<file path="src/rtl/isa_win_pkg.sv">
package isa_win_pkg;

    typedef enum logic [1:0] {
        SZ_BYTE = 2'b00,
        SZ_HALF = 2'b01,
        SZ_WORD = 2'b10,
        SZ_RSVD = 2'b11
    } acc_size_e;

    typedef enum logic [1:0] {
        ST_IDLE  = 2'b00,
        ST_ISSUE = 2'b01,
        ST_RESP  = 2'b10
    } xfer_state_e;

endpackage

</file>
<file path="src/rtl/isa_win_decode.sv">
module isa_win_decode #(
    parameter int          ADDR_W     = 32,
    parameter int          PORT_W     = 16,
    parameter int          WIN_BITS   = 23,
    parameter int          PAGE_SHIFT = 12,
    parameter int          LOW_BITS   = 5,
    parameter logic [31:0] WIN_BASE   = 32'h8000_0000
) (
    input  logic [ADDR_W-1:0] addr,
    input  logic              sparse,
    output logic              hit,
    output logic [PORT_W-1:0] port
);
    localparam int PAGE_W = WIN_BITS - PAGE_SHIFT;
    localparam int FOLD_W = PAGE_W + LOW_BITS;

    logic [FOLD_W-1:0] folded;
    logic [PORT_W-1:0] dense_port;
    logic [PORT_W-1:0] sparse_port;

    // Window hit: every address bit above the window size must match the base.
    assign hit = (addr[ADDR_W-1:WIN_BITS] == WIN_BASE[ADDR_W-1:WIN_BITS]);

    // Dense map: the low port-width bits of the address.
    assign dense_port = addr[PORT_W-1:0];

    // Sparse map: the page index sits directly above the in-page low bits.
    assign folded      = {addr[WIN_BITS-1:PAGE_SHIFT], addr[LOW_BITS-1:0]};
    assign sparse_port = PORT_W'(folded);

    assign port = sparse ? sparse_port : dense_port;

endmodule

</file>
<file path="src/rtl/isa_win_lane_swap.sv">
module isa_win_lane_swap
    import isa_win_pkg::*;
#(
    parameter int DATA_W = 32
) (
    input  logic [DATA_W-1:0] din,
    input  acc_size_e         size,
    output logic [DATA_W-1:0] dout
);
    localparam int NBYTES = DATA_W / 8;

    logic [DATA_W-1:0] v_byte;
    logic [DATA_W-1:0] v_half;
    logic [DATA_W-1:0] v_word;

    // One lane of each size variant per generated slice.
    // Lanes beyond the access width are zero.
    for (genvar g = 0; g < NBYTES; g++) begin : g_lane
        if (g == 0) begin : g_b0
            assign v_byte[8*g +: 8] = din[7:0];
        end else begin : g_bz
            assign v_byte[8*g +: 8] = 8'h00;
        end

        if (g < 2) begin : g_hs
            assign v_half[8*g +: 8] = din[8*(1-g) +: 8];
        end else begin : g_hz
            assign v_half[8*g +: 8] = 8'h00;
        end

        assign v_word[8*g +: 8] = din[8*(NBYTES-1-g) +: 8];
    end

    always_comb begin
        unique case (size)
            SZ_BYTE: dout = v_byte;
            SZ_HALF: dout = v_half;
            default: dout = v_word;
        endcase
    end

endmodule

</file>
<file path="src/rtl/isa_win_ctrl.sv">
module isa_win_ctrl
    import isa_win_pkg::*;
(
    input  logic        clk,
    input  logic        rst_n,
    input  logic        start,
    input  logic        io_ack,
    output xfer_state_e state,
    output logic        idle,
    output logic        io_req,
    output logic        done,
    output logic        capture
);
    xfer_state_e nxt;

    // State register
    always_ff @(posedge clk) begin
        if (!rst_n) state <= ST_IDLE;
        else        state <= nxt;
    end

    // Transitions: accept, wait, ack, retire
    always_comb begin
        nxt = state;
        unique case (state)
            ST_IDLE:  if (start)  nxt = ST_ISSUE;
            ST_ISSUE: if (io_ack) nxt = ST_RESP;
            ST_RESP:  nxt = ST_IDLE;
            default:  nxt = ST_IDLE;
        endcase
    end

    // Outputs decoded from state
    always_comb begin
        idle    = 1'b0;
        io_req  = 1'b0;
        done    = 1'b0;
        capture = 1'b0;
        unique case (state)
            ST_IDLE:  idle = 1'b1;
            ST_ISSUE: begin
                io_req  = 1'b1;
                capture = io_ack;
            end
            ST_RESP:  done = 1'b1;
            default:  idle = 1'b0;
        endcase
    end

    // the downstream request is held until acknowledged
    a_r7_hold_until_ack: assert property (@(posedge clk) disable iff (!rst_n)
        (state == ST_ISSUE && !io_ack) |=> (state == ST_ISSUE));

    // completion follows one cycle after the acknowledge
    a_r9_done_after_ack: assert property (@(posedge clk) disable iff (!rst_n)
        (io_req && io_ack) |=> done);

    // completion is a single-cycle pulse
    a_r9_done_single: assert property (@(posedge clk) disable iff (!rst_n)
        done |=> !done);

endmodule

</file>
<file path="src/rtl/isa_io_window_bridge.sv">
module isa_io_window_bridge
    import isa_win_pkg::*;
#(
    parameter int          ADDR_W     = 32,
    parameter int          DATA_W     = 32,
    parameter int          PORT_W     = 16,
    parameter int          WIN_BITS   = 23,
    parameter int          PAGE_SHIFT = 12,
    parameter int          LOW_BITS   = 5,
    parameter logic [31:0] WIN_BASE   = 32'h8000_0000
) (
    input  logic              clk,
    input  logic              rst_n,
    input  logic              map_mode,
    input  logic              cpu_valid,
    input  logic [ADDR_W-1:0] cpu_addr,
    input  logic [1:0]        cpu_size,
    input  logic              cpu_write,
    input  logic [DATA_W-1:0] cpu_wdata,
    output logic              cpu_accept,
    output logic              cpu_done,
    output logic [DATA_W-1:0] cpu_rdata,
    output logic              io_req,
    output logic [PORT_W-1:0] io_port,
    output logic [1:0]        io_size,
    output logic              io_write,
    output logic [DATA_W-1:0] io_wdata,
    input  logic              io_ack,
    input  logic [DATA_W-1:0] io_rdata
);
    xfer_state_e       state;
    logic              idle;
    logic              capture;
    logic              hit;
    logic [PORT_W-1:0] port_calc;
    logic [DATA_W-1:0] wr_swapped;
    logic [DATA_W-1:0] rd_swapped;
    acc_size_e         size_q;

    isa_win_decode #(
        .ADDR_W     (ADDR_W),
        .PORT_W     (PORT_W),
        .WIN_BITS   (WIN_BITS),
        .PAGE_SHIFT (PAGE_SHIFT),
        .LOW_BITS   (LOW_BITS),
        .WIN_BASE   (WIN_BASE)
    ) u_decode (
        .addr   (cpu_addr),
        .sparse (map_mode),
        .hit    (hit),
        .port   (port_calc)
    );

    isa_win_lane_swap #(.DATA_W(DATA_W)) u_swap_wr (
        .din  (cpu_wdata),
        .size (acc_size_e'(cpu_size)),
        .dout (wr_swapped)
    );

    isa_win_lane_swap #(.DATA_W(DATA_W)) u_swap_rd (
        .din  (io_rdata),
        .size (size_q),
        .dout (rd_swapped)
    );

    isa_win_ctrl u_ctrl (
        .clk     (clk),
        .rst_n   (rst_n),
        .start   (cpu_accept),
        .io_ack  (io_ack),
        .state   (state),
        .idle    (idle),
        .io_req  (io_req),
        .done    (cpu_done),
        .capture (capture)
    );

    assign cpu_accept = cpu_valid && hit && idle;
    assign io_size    = size_q;

    // Request latch: port, size and data are frozen at acceptance
    always_ff @(posedge clk) begin
        if (!rst_n) begin
            io_port  <= '0;
            size_q   <= SZ_BYTE;
            io_write <= 1'b0;
            io_wdata <= '0;
        end else if (cpu_accept) begin
            io_port  <= port_calc;
            size_q   <= acc_size_e'(cpu_size);
            io_write <= cpu_write;
            io_wdata <= cpu_write ? wr_swapped : '0;
        end
    end

    // Response latch
    always_ff @(posedge clk) begin
        if (!rst_n) begin
            cpu_rdata <= '0;
        end else if (capture) begin
            cpu_rdata <= io_write ? '0 : rd_swapped;
        end
    end

    // nothing is claimed while a transfer is open
    a_r1_no_accept_busy: assert property (@(posedge clk) disable iff (!rst_n)
        (io_req || cpu_done) |-> !cpu_accept);

    // a claimed address always lies in the window
    a_r1_claim_in_window: assert property (@(posedge clk) disable iff (!rst_n)
        cpu_accept |-> (cpu_addr[ADDR_W-1:WIN_BITS] == WIN_BASE[ADDR_W-1:WIN_BITS]));

    // the pending access does not change while waiting
    a_r8_port_stable: assert property (@(posedge clk) disable iff (!rst_n)
        (io_req && !io_ack) |=> ($stable(io_port) && $stable(io_wdata) && $stable(io_size)));

    // the controller state is a legal encoding
    a_r10_state_legal: assert property (@(posedge clk) disable iff (!rst_n)
        $onehot0({state == ST_ISSUE, state == ST_RESP}) && (state != 2'b11));

endmodule

</file>
<file path="config.mk">
export PLATFORM = sky130hd
export DESIGN_NAME = isa_io_window_bridge
export DESIGN_NICKNAME = d
export VERILOG_FILES = /design/src/rtl/isa_win_pkg.sv /design/src/rtl/isa_win_decode.sv /design/src/rtl/isa_win_lane_swap.sv /design/src/rtl/isa_win_ctrl.sv /design/src/rtl/isa_io_window_bridge.sv
export SDC_FILE = /design/constraint.sdc
export NUM_CORES = 1
export LEC_CHECK = 0
export CORE_ASPECT_RATIO = 1.25
export CORE_MARGIN = 2
export CORE_UTILIZATION = 65
export CTS_CLUSTER_DIAMETER = 60
export CTS_CLUSTER_SIZE = 12
export DETAILED_ROUTE_END_ITERATION = 12
export DONT_BUFFER_PORTS = 1
export PLACE_DENSITY = 0.81
export REMOVE_ABC_BUFFERS = 1
export SYNTH_ARGS = -nofsm -noshare
export SYNTH_HDL_FRONTEND = slang
export SYNTH_SLANG_ARGS = --single-unit
export TNS_END_PERCENT = 50
</file>
<file path="constraint.sdc">
create_clock -name clk -period 2.95 [get_ports clk]
set_clock_uncertainty 0.05 [all_clocks]
set_input_delay 0.4425 -clock clk [delete_from_list [all_inputs] [get_ports clk]]
set_output_delay 0.4425 -clock clk [all_outputs]
set_load 0.02 [all_outputs]
</file>
==> PnR_summary.wiki, run 1 <==
{| class="wikitable"
! Metric !! Value
|-
| F_max || between 0.4 and 0.5 GHz
|-
| Minimum clock period || roughly 2.3 ns
|-
| Root Buffer || clkbuf_8
|-
| FF-to-FF Start || io_write
|-
| Number of distinct library cells after synthesis || 30
|-
| Highest ir drop seen on vdd || ~0.26 mV
|-
| Worst-path clk slew || 0.09 ns
|-
| Cell taking the most area after synthesis || dfxtp_1
|-
| Cell types with the largest area share after synthesis || dfxtp_1 44%, mux2i_1 15%, nand2_1 9.3%, a22o_1 5.4%, nand3b_1 3.3%
|-
| Synth warn || 0
|-
| Power per cell area || 514 mW/mm^2
|-
| CTS H-tree depth || 3
|-
| Leftover overflow at the end of global routing || 0
|-
| Die X-Extent || approximately 73 um
|-
| Place WS || 0.829 ns
|-
| Data arrival, critical path || roughly 1.8 ns
|-
| Kind of capture point of the worst setup path || output pin
|-
| Final net count || between 400 and 500
|-
| Path depth of the worst reg2reg path || 3
|-
| Count of pins on the block boundary || between 150 and 200
|-
| Standard cell area after detailed placement || about 0.0038 sq mm
|-
| Post-detailed-route wirelength per cell || about 19 um
|-
| Clock tree from TritonCTS || built
|-
| First DRT Iteration DRCs || around 140
|-
| Worst path bufs/invs || 2
|-
| Total Routing Usage GR || 0.261
|-
| Via density per instance || ~6.4
|-
| Cell Chain, Critical Path || nor4_2, buf_4, nand3_2, inv_6
|-
| Critical path required time || roughly 2.5 ns
|-
| Fraction of synthesized cell area taken by the top area cell type || 0.441
|-
| Final hold violation count || 0
|-
| Initial Utilization || 0.667
|-
| Crit Path Max Fanout || 19
|-
| Insertion delay of the later-clocked pin in the worst-skew pair || 0.34 ns
|-
| Antenna fix cells || 0
|-
| Total Die Area || 0.00657 sq mm
|-
| Post-CTS Repair Setup Buffers || 0
|-
| Drt first pass iters || 4
|-
| Number of rows in the core area || 31
|-
| Die boundary height || around 90 um
|-
| Actual slew at the worst max-slew pin || ~1.1 ns
|-
| Area growth from synthesis to layout || 4.41%
|-
| Reg2Reg Capture Point || cpu_rdata[19]
|-
| Initial antenna violation count || 0
|-
| Number of flops mapped to enable cells by yosys || 0
|-
| Wire length of the first global-routing pass || between 10 and 15 mm
|-
| Crit path max-delay cell type || dfxtp_1
|-
| Routability congestion estimate || 0.854
|-
| DRC Markers || 0
|-
| Post-Route WL || ~8.7 mm
|-
| Primary FF master, synth || dfxtp_1
|-
| Synth Instances || 410
|-
| Capture point of the critical path || cpu_accept
|-
| Final worst-path setup slack || 0.632 ns
|-
| Max-cap violations || 0
|-
| Worst slew slack as a fraction of its limit || 0.249
|-
| Synthesized area divided by synthesized cell count || between 9 and 10 sq um
|-
| Startpoint types || register
|-
| Post-CTS sizing || 0
|-
| Outcome || finished, final reports clean
|-
| Number of hold buffers added after CTS || 0
|-
| Remaining number of nets flagged by the antenna check after routing || 0
|-
| Maximum cell stage delay along the critical path || roughly 0.37 ns
|-
| Final worst path period share || 0.786
|-
| Total CTS buffers || 9
|-
| Worst Path Class, Setup || register to output pin
|-
| Via count of the routed design || around 3000
|-
| Top-count cell post-synth || nand2_1
|-
| Final HPWL DP || around 6 mm
|-
| Unrepaired setup endpoints after global routing || false
|-
| Post-placement cell count || 449
|-
| Number of buffers inserted by port buffering || 0
|-
| Vias in the first global route || 3026
|-
| Synthesized cell area || roughly 0.0039 sq mm
|-
| Overall power || approximately 2.1 mW
|-
| Std-Cell Core Area || between 0.005 and 0.006 sq mm
|-
| Final design instance area without fill || about 0.0040 sq mm
|-
| Cell family with the largest share of critical-path delay || simple AND/OR/NAND/NOR gates
|-
| Sequential area share after synthesis || 0.441
|-
| Synth cell count leaders || 96 x nand2_1, 85 x dfxtp_1, 59 x mux2i_1, 24 x a22o_1, 17 x nand3b_1
|-
| Clock Path Buffers || 2
|-
| Critical Path Start || u_ctrl.state[1]
|-
| Flop2flop setup slack || about 0.91 ns
|-
| Slew Limit Fails || 0
|-
| Sinks on Clock Net || between 80 and 90
|-
| Number of gates on the worst path with buffers counted || 4
|-
| Share of async-settable or async-resettable flops after synthesis || 0
|-
| Path category of the worst min-delay check || input pin to register
|-
| Total leakage power || roughly 1.6 nW
|-
| Layout cell share with drive strength beyond 1 || 0.0927
|-
| Pin count of the biggest net entering global routing || 52
|-
| Final standard cell count with taps included and fillers excluded || around 470
|-
| Flops & latches, synth || between 80 and 90
|-
| Count of endpoints failing setup in the final report || 0
|}
## flip-flops by register name (all words and copies together), names as in the netlist
| name | flops |
|---|---|
| cpu_rdata | 32 |
| io_write | 1 |
| io_wdata | 32 |
| io_size | 2 |
| u_ctrl.state | 2 |
| io_port | 16 |
## where the power goes
| part | switching (mW) | internal, mW | total (mW) |
|---|---|---|---|
| Sequential | 0.000834 | 1.15 | 1.15 |
| Combinational | 0.0414 | 0.0395 | 0.0808 |
| Clock | 0.421 | 0.420 | 0.842 |
| Total | 0.464 | 1.61 | 2.07 |
## worst min-delay path by stage
stage,from,to,depth (start not counted)
after detailed placement,io_wdata[13],io_wdata[13],2
after CTS,io_rdata[12],cpu_rdata[20],1
after global routing,io_rdata[4],cpu_rdata[28],1
after floorplan,io_port[0],io_port[0],2
final,io_rdata[12],cpu_rdata[20],1
after global placement,io_port[1],io_port[1],2
## metal layers
metal,share of wire,track usage,wire (um)
met1,0.39,0.302,3420
met2,0.50,0.436,4370
met3,0.088,0.0740,765
met4,0.020,0.122,174
met5,0,0,0
## logic make-up after synthesis
kind of cell | after synthesis | share of synthesized area
mux | 67 | 0.176
compound gates | 88 | 0.165
buf+inv | 36 | 0.0487
flops | 85 | 0.441
simple gates | 134 | 0.169
## worst register-to-register path: stages (launching register included)
cell and delay, ns:
dfxtp_1 0.40, nand4bb_1 0.58, nor3_4 0.73, a22o_1 0.23
## metrics by stage
stage	util	setup TNS (ns)	hold WS (ns)
6_report	0.697	0	0.168
5_1_grt	0.697	0	0.157
4_1_cts	0.697	0	0.156
3_5_place_dp	0.661	0	0.500
3_3_place_gp	0.661	0	0.494
2_1_floorplan	-	-15.75	0.481
## final cells by class
| cell class | count | area [sq um] |
|---|---|---|
| Clock buffer | 10 | 138 |
| Tap cell | 66 | 82.6 |
| Fill cell | 459 | 1750 |
| Sequential cell | 85 | 1700 |
| Inverter | 3 | 16.3 |
| Clock inverter | 6 | 71.3 |
| Multi-Input combinational cell | 289 | 1970 |
| Timing Repair Buffer | 6 | 45.0 |
## layout by cell type, fill, tap and decap left out
cell	netlist	layout
nand2_1	96	96
clkbuf_8	0	10
mux2_2	8	8
a21o_1	16	16
nor4b_2	2	2
inv_6	1	2
nand3b_1	17	17
nor3_4	1	1
nand4bb_1	1	1
o211ai_1	8	8
a22o_1	24	24
nor2_1	2	2
a21oi_1	9	9
nor2b_1	2	2
o21ai_0	8	8
clkinvlp_4	0	2
mux2i_1	59	59
a211oi_1	11	11
buf_4	3	6
nand3_2	0	1
clkinv_4	0	2
inv_1	2	2
a31oi_1	11	11
dfxtp_1	85	85
and3_1	1	1
a21oi_2	1	1
nor4_2	1	1
and2_1	1	1
nand2b_1	9	9
bufinv_16	0	1
No activity file was read; power rests on OpenSTA's default activity.
==> inputs of run 2 (changes only) <==
--- a/config.mk
+++ b/config.mk
@@ -7,12 +7,12 @@
 export LEC_CHECK = 0
 export CORE_ASPECT_RATIO = 1.25
 export CORE_MARGIN = 2
-export CORE_UTILIZATION = 65
+export CORE_UTILIZATION = 63
 export CTS_CLUSTER_DIAMETER = 60
 export CTS_CLUSTER_SIZE = 12
 export DETAILED_ROUTE_END_ITERATION = 12
 export DONT_BUFFER_PORTS = 1
-export PLACE_DENSITY = 0.81
+export PLACE_DENSITY = 0.79
 export REMOVE_ABC_BUFFERS = 1
 export SYNTH_ARGS = -nofsm -noshare
 export SYNTH_HDL_FRONTEND = slang
==> constraint.sdc (replaced) <==
create_clock -name clk -period 2.4 [get_ports clk]
set_clock_uncertainty 0.05 [all_clocks]
set_input_delay 0.36 -clock clk [delete_from_list [all_inputs] [get_ports clk]]
set_output_delay 0.36 -clock clk [all_outputs]
set_load 0.02 [all_outputs]
==> run 2 against run 1 <==
Effect of this change: worst setup slack got worse by 0.17 ns; cell count grew 3.9%; hold slack worse by 0.077 ns; flip-flop and latch count unchanged; die area increased by 3.0%; sequential share of layout area decreased by 0.14 points; sequential power is 23% higher; utilization down 0.69 points; power up 19%; global-route usage decreased by 1.0 points; clock power grew 13%; first-iteration DRC count increased by 19%.
==> PnR_summary.wiki, run 2 (synthesis gave the netlist of run 1 again) <==
{| class="wikitable"
! Metric !! Value
|-
| Initial Utilization || 0.659 (-0.00884)
|-
| Remaining number of nets flagged by the antenna check after routing || 0 (unchanged)
|-
| CTS H-tree depth || 3 (unchanged)
|-
| Sinks on Clock Net || 85 (unchanged)
|-
| Antenna fix cells || 0 (unchanged)
|-
| Root Buffer || clkbuf_8
|-
| Actual slew at the worst max-slew pin || 1.03 ns (-0.0948 ns)
|-
| Critical path required time || 1.99 ns (-0.47 ns)
|-
| Crit path max-delay cell type || dfxtp_1
|-
| Wire length of the first global-routing pass || 13.6 mm (-1.8%)
|-
| Worst slew slack as a fraction of its limit || 0.312 (+0.0632)
|-
| DRC Markers || 0 (unchanged)
|-
| Most common cell after layout, fill and taps aside || nand2_1
|-
| Clock tree from TritonCTS || built
|-
| Final HPWL DP || 6.15 mm (-0.13%)
|-
| Count of pins on the block boundary || 190 (unchanged)
|-
| Post-layout utilization of the core || 0.690 (-0.00688)
|-
| Via count of the routed design || 2926 (-2.1%)
|-
| Data arrival, critical path || 1.53 ns (-0.30 ns)
|-
| Unrepaired setup endpoints after global routing || false
|-
| Power per cell area || 609 mW/mm^2 (+18%)
|-
| Slew Limit Fails || 0 (unchanged)
|-
| Pin count of the biggest net entering global routing || 52 (unchanged)
|-
| Clock Path Buffers || 2 (unchanged)
|-
| Wire length on met2 || 4.34 mm (-0.82%)
|-
| Max-cap violations || 0 (unchanged)
|-
| Highest Signal Layer || met4
|-
| Path category of the worst min-delay check || input pin to register
|-
| Commonest cells after routing, fill and taps aside || 96 x nand2_1, 85 x dfxtp_1, 59 x mux2i_1, 24 x a22o_1, 17 x nand3b_1
|-
| Number of hold buffers added after CTS || 0 (unchanged)
|-
| Initial antenna violation count || 0 (unchanged)
|-
| Outcome || finished, final reports clean
|-
| Final hold violation count || 0 (unchanged)
|-
| Cell family with the largest share of critical-path delay || buffers and inverters
|-
| Final worst path period share || 0.808
|-
| Die X-Extent || 74.0 um (+1.5%)
|-
| Maximum cell stage delay along the critical path || 0.35 ns (-0.02 ns)
|-
| Wire length the detailed router placed on met1 || 3.37 mm (-1.4%)
|-
| Insertion delay of the later-clocked pin in the worst-skew pair || 0.34 ns (about the same)
|-
| Final net count || 501 (+0.60%)
|-
| Largest registers in the final layout || cpu_rdata (32), io_wdata (32), io_port (16)
|-
| Startpoint types || register
|-
| Number of buffers inserted by port buffering || 0 (unchanged)
|-
| Total Routing Usage GR || 0.251 (-0.0104)
|-
| Highest ir drop seen on vdd || 0.418 mV (+58%)
|-
| F_max || roughly 0.52 GHz
|-
| Std-Cell Core Area || 0.00586 sq mm (+1.3%)
|-
| Post-detailed-route wirelength per cell || 18.1 um (-3.6%)
|-
| Area growth from synthesis to layout || 4.77%
|-
| Total leakage power || 1.57 nW (+0.46%)
|-
| Cell Chain, Critical Path || nor4_2, buf_4, nand3_2, inv_6
|-
| Die boundary height || 91.5 um (+1.5%)
|-
| Count of endpoints failing setup in the final report || 0 (unchanged)
|-
| Minimum clock period || 1.94 ns
|-
| Total CTS buffers || 9 (unchanged)
|-
| Crit Path Max Fanout || 19 (unchanged)
|-
| Layout cell share with drive strength beyond 1 || 0.0948 (+0.00203)
|-
| First DRT Iteration DRCs || 163 (+19%)
|-
| Post-Route WL || 8.74 mm (+0.16%)
|-
| Met3 Wirelength || 924 um (+21%)
|-
| Number of rows in the core area || 31 (unchanged)
|-
| Post-CTS sizing || 0 (unchanged)
|-
| Post-CTS Repair Setup Buffers || 0 (unchanged)
|-
| Overall power || 2.46 mW (+19%)
|-
| Worst path bufs/invs || 2 (unchanged)
|-
| Worst Path Class, Setup || register to output pin
|-
| Total Die Area || 0.00677 sq mm (+3.0%)
|-
| Leftover overflow at the end of global routing || 0 (unchanged)
|-
| Via density per instance || 6.06 (-5.8%)
|-
| Worst-path clk slew || 0.08 ns (about the same)
|-
| Vias in the first global route || 2911 (-3.8%)
|-
| Kind of capture point of the worst setup path || output pin
|-
| Routability congestion estimate || 0.758 (-11%)
|-
| Total of fill cells in the finished design || 474 (+3.3%)
|-
| Drt first pass iters || 4 (unchanged)
|}
-- run 2: changes by cell type in the layout (fill, tap and decap cells not counted), sizes merged --
cell	previous run	this run
inv	4	3
clkinvlp	2	1
buf	6	9
clkinv	2	3
-- run 2: final cells by class --
class | instances | area [sq um] | area share
clock buffers | 10 | 128 | 0.0316
multi-input cells | 289 | 1970 | 0.488
inverters | 3 | 16.3 | 0.00402
clock inverters | 5 | 52.6 | 0.0130
flip-flops and latches | 85 | 1700 | 0.421
repair buffers | 9 | 67.6 | 0.0167
well taps | 82 | 103 | 0.0254
-- run 2: path summary, 6_finish.rpt --
check / slack (ns) / from / end / depth (start not counted)
min: 0.09 / io_rdata[4] / cpu_rdata[28] / 1
min reg2reg: 0.43 / io_size[1] / io_size[1] / 2
max: 0.46 / u_ctrl.state[1] / cpu_accept / 4
max reg2reg: 0.56 / u_ctrl.state[0] / cpu_rdata[7] / 4
-- run 2: metrics by stage --
stage | setup slack [ns] | cells | setup TNS [ns] | hold WS [ns] | cell area, sq um
after detailed placement | 0.614 | 468 | 0 | 0.419 | 3860
after global placement | 0.616 | 468 | 0 | 0.411 | 3860
after floorplan | -1.08 | 377 | -40.44 | 0.436 | 3690
after CTS | 0.464 | 483 | 0 | 0.0777 | 4040
final | 0.462 | 483 | 0 | 0.0910 | 4040
after global routing | 0.338 | 483 | 0 | 0.0779 | 4040
-- run 2: per-layer routing --
metal | global-route usage | vias up
met3 | 0.0943 | 9
met4 | 0.0697 | 0
li1 | - | 1421
met2 | 0.412 | 139
met5 | 0 | -
met1 | 0.302 | 1357
-- run 2: report_power, final --
| part | switching (mW) | internal, mW | total [mW] |
|---|---|---|---|
| clock | 0.480 | 0.471 | 0.950 |
| sequential | 0.000946 | 1.41 | 1.41 |
| combinational | 0.0500 | 0.0496 | 0.0995 |
| total | 0.531 | 1.93 | 2.46 |
==> inputs of run 3 (changes only) <==
--- a/config.mk
+++ b/config.mk
@@ -7,12 +7,12 @@
 export LEC_CHECK = 0
 export CORE_ASPECT_RATIO = 1.25
 export CORE_MARGIN = 2
-export CORE_UTILIZATION = 63
+export CORE_UTILIZATION = 57
 export CTS_CLUSTER_DIAMETER = 60
 export CTS_CLUSTER_SIZE = 12
 export DETAILED_ROUTE_END_ITERATION = 12
 export DONT_BUFFER_PORTS = 1
-export PLACE_DENSITY = 0.79
+export PLACE_DENSITY = 0.75
 export REMOVE_ABC_BUFFERS = 1
 export SYNTH_ARGS = -nofsm -noshare
 export SYNTH_HDL_FRONTEND = slang
==> constraint.sdc (replaced) <==
create_clock -name clk -period 1.7 [get_ports clk]
set_clock_uncertainty 0.05 [all_clocks]
set_input_delay 0.255 -clock clk [delete_from_list [all_inputs] [get_ports clk]]
set_output_delay 0.255 -clock clk [all_outputs]
set_load 0.02 [all_outputs]
==> run 3 against run 2 <==
Effect of this change: sequential share of layout area decreased by 5.8 points; hold slack lost 0.070 ns; flip-flop and latch count is the same; via count grew 13%; register-to-register slack worse by 0.44 ns; die area is 10% higher; sequential power rose by 41%; non-clock buffer count is 54 higher; clock power is 73% higher; wire length rose by 17%; worst setup slack lost 0.38 ns; combinational power grew to 2.5 times the previous value.
==> PnR_summary.wiki, run 3 (synthesis gave the netlist of run 1 again) <==
{| class="wikitable"
! Metric !! Value
|-
| Antenna fix cells || 0 (unchanged)
|-
| Via count of the routed design || 3318 (+13%)
|-
| Crit path max-delay cell type || dfxtp_2
|-
| Highest ir drop seen on vdd || 0.562 mV (+34%)
|-
| Sinks on Clock Net || 85 (unchanged)
|-
| DRC Markers || 0 (unchanged)
|-
| Maximum cell stage delay along the critical path || 0.35 ns (about the same)
|-
| First DRT Iteration DRCs || 156 (-4.3%)
|-
| Post-placement cell count || 479 (+2.4%)
|-
| Die boundary height || 96.0 um (+4.9%)
|-
| Number of rows in the core area || 33 (+6.5%)
|-
| Most common cell after layout, fill and taps aside || nand2_1
|-
| Actual slew at the worst max-slew pin || 0.698 ns (-0.334 ns)
|-
| Outcome || finished, final reports clean
|-
| Number of buffers inserted by port buffering || 0 (unchanged)
|-
| Initial Utilization || 0.588 (-0.0710)
|-
| Remaining number of nets flagged by the antenna check after routing || 0 (unchanged)
|-
| Total CTS buffers || 9 (unchanged)
|-
| Cell Chain, Critical Path || nor4_4, nand3_4, inv_8
|-
| Final hold violation count || 0 (unchanged)
|-
| Minimum clock period || around 1.6 ns
|-
| Post-Route WL || 10.2 mm (+17%)
|-
| Startpoint types || register
|-
| CTS H-tree depth || 3 (unchanged)
|-
| Power per cell area || 828 mW/mm^2 (+36%)
|-
| Max-cap violations || 0 (unchanged)
|-
| Data arrival, critical path || 1.32 ns (-0.21 ns)
|-
| Clock Path Buffers || 2 (unchanged)
|-
| Worst slew slack as a fraction of its limit || 0.533 (+0.221)
|-
| Post-detailed-route wirelength per cell || 18.8 um (+4.0%)
|-
| Final worst-path setup slack || 0.0786 ns (-0.383 ns)
|-
| Area growth from synthesis to layout || 21.5%
|-
| Pin count of the biggest net entering global routing || 36 (-31%)
|-
| Layout cell share with drive strength beyond 1 || 0.109 (+0.0146)
|-
| Worst Path Class, Setup || register to output pin
|-
| Largest registers in the final layout || cpu_rdata (32), io_wdata (32), io_port (16)
|-
| Die X-Extent || 77.6 um (+4.9%)
|-
| Path category of the worst min-delay check || input pin to register
|-
| Via density per instance || 6.10 (+0.68%)
|-
| Initial antenna violation count || 0 (unchanged)
|-
| Kind of capture point of the worst setup path || output pin
|-
| Total Routing Usage GR || 0.268 (+0.0171)
|-
| Critical path required time || 1.39 ns (-0.60 ns)
|-
| Std-Cell Core Area || 0.00657 sq mm (+12%)
|-
| Setup TNS || 0 ns (unchanged)
|-
| Place WS || -0.00138 ns (-0.615 ns)
|-
| Final net count || 557 (+11%)
|-
| Count of endpoints failing setup in the final report || 0 (unchanged)
|-
| Total Die Area || 0.00745 sq mm (+10%)
|-
| Slew Limit Fails || 0 (unchanged)
|-
| F_max || approximately 0.62 GHz
|-
| Leftover overflow at the end of global routing || 0 (unchanged)
|-
| Routability congestion estimate || 0.791 (+4.4%)
|-
| Crit Path Max Fanout || 5 (-14)
|-
| Total leakage power || 1.85 nW (+18%)
|-
| Unrepaired setup endpoints after global routing || false
|-
| Final worst path period share || 0.954
|-
| Commonest cells after routing, fill and taps aside || 96 x nand2_1, 84 x dfxtp_1, 59 x mux2i_1, 46 x dlygate4sd3_1, 24 x a22o_1
|-
| Vias in the first global route || 3216 (+10%)
|-
| Wire length of the first global-routing pass || 15.8 mm (+16%)
|-
| Worst-path clk slew || 0.08 ns (about the same)
|-
| Drt first pass iters || 4 (unchanged)
|-
| Root Buffer || clkbuf_8
|-
| Insertion delay of the later-clocked pin in the worst-skew pair || 0.34 ns (about the same)
|-
| Final standard cell count with taps included and fillers excluded || 544 (+13%)
|-
| Final HPWL DP || 6.33 mm (+2.9%)
|-
| Count of pins on the block boundary || 190 (unchanged)
|-
| Clock tree from TritonCTS || built
|}
## run 3: changes by cell type in the layout (fill, tap and decap cells not counted), moves of 2 or more
cell	delta
dlygate4sd3_1	+46
buf_4	+6
clkbuf_8	+3
clkinv_2	-3
buf_12	+2
inv_4	+2
## run 3: worst paths after layout
check        cells past startpoint  slack (ns)       startpoint            to
min reg2reg                      2        0.51       io_port[4]    io_port[4]
max                              3        0.08  u_ctrl.state[0]    cpu_accept
min                              2        0.02            rst_n  io_wdata[26]
max reg2reg                      5        0.12  u_ctrl.state[0]  io_wdata[14]
## run 3: critical path, delay by kind of cell, from the launching register on
| kind | cells | cell delay [ns] |
|---|---|---|
| flip-flops | 1 | 0.35 |
| buffers and inverters | 1 | 0.13 |
| AND/OR/NAND/NOR | 2 | 0.49 |
## run 3: per-stage QoR
step           power (mW)  cell area (sq um)   util  hold WS [ns]
2_1_floorplan        2.15               3690      -         0.331
3_3_place_gp         2.18               3940  0.600         0.331
3_5_place_dp         2.18               3940  0.600         0.334
4_1_cts              3.89               4660  0.710      0.000611
5_1_grt              3.99               4690  0.714     0.0000134
6_report             3.88               4690  0.714        0.0209
## run 3: layout make-up
class | count | area (sq um)
well taps | 87 | 109
inverters | 3 | 18.8
clock buffers | 12 | 165
clock inverters | 3 | 67.6
repair inverters | 2 | 12.5
fillers | 501 | 1880
flip-flops and latches | 85 | 1700
repair buffers | 63 | 613
multi-input cells | 289 | 2000
## run 3: layer usage
metal  global-route usage  vias to the layer above  share of wire
met1                0.318                     1582           0.40
met4                0.113                        0          0.018
met3               0.0985                       17          0.098
met2                0.439                      180           0.48
met5                    0                        -              0
li1                     -                     1539              -
## run 3: what timing repair did
| action | 4_1_cts | 5_1_grt |
|---|---|---|
| endpoints found under the setup margin | 4 | 1 |
| hold endpoints to repair | 44 | 0 |
| pin swaps | 1 | 1 |
| cloned | 1 | 1 |
| hold buffers | 46 | 0 |
| setup buffers | 1 | 1 |
| gates resized for setup | 3 | 2 |
## run 3: power breakdown
| group | internal, mW | switching, mW |
|---|---|---|
| sequential | 1.99 | 0.00135 |
| combinational | 0.144 | 0.107 |
| clock | 0.941 | 0.697 |
| total | 3.07 | 0.806 |
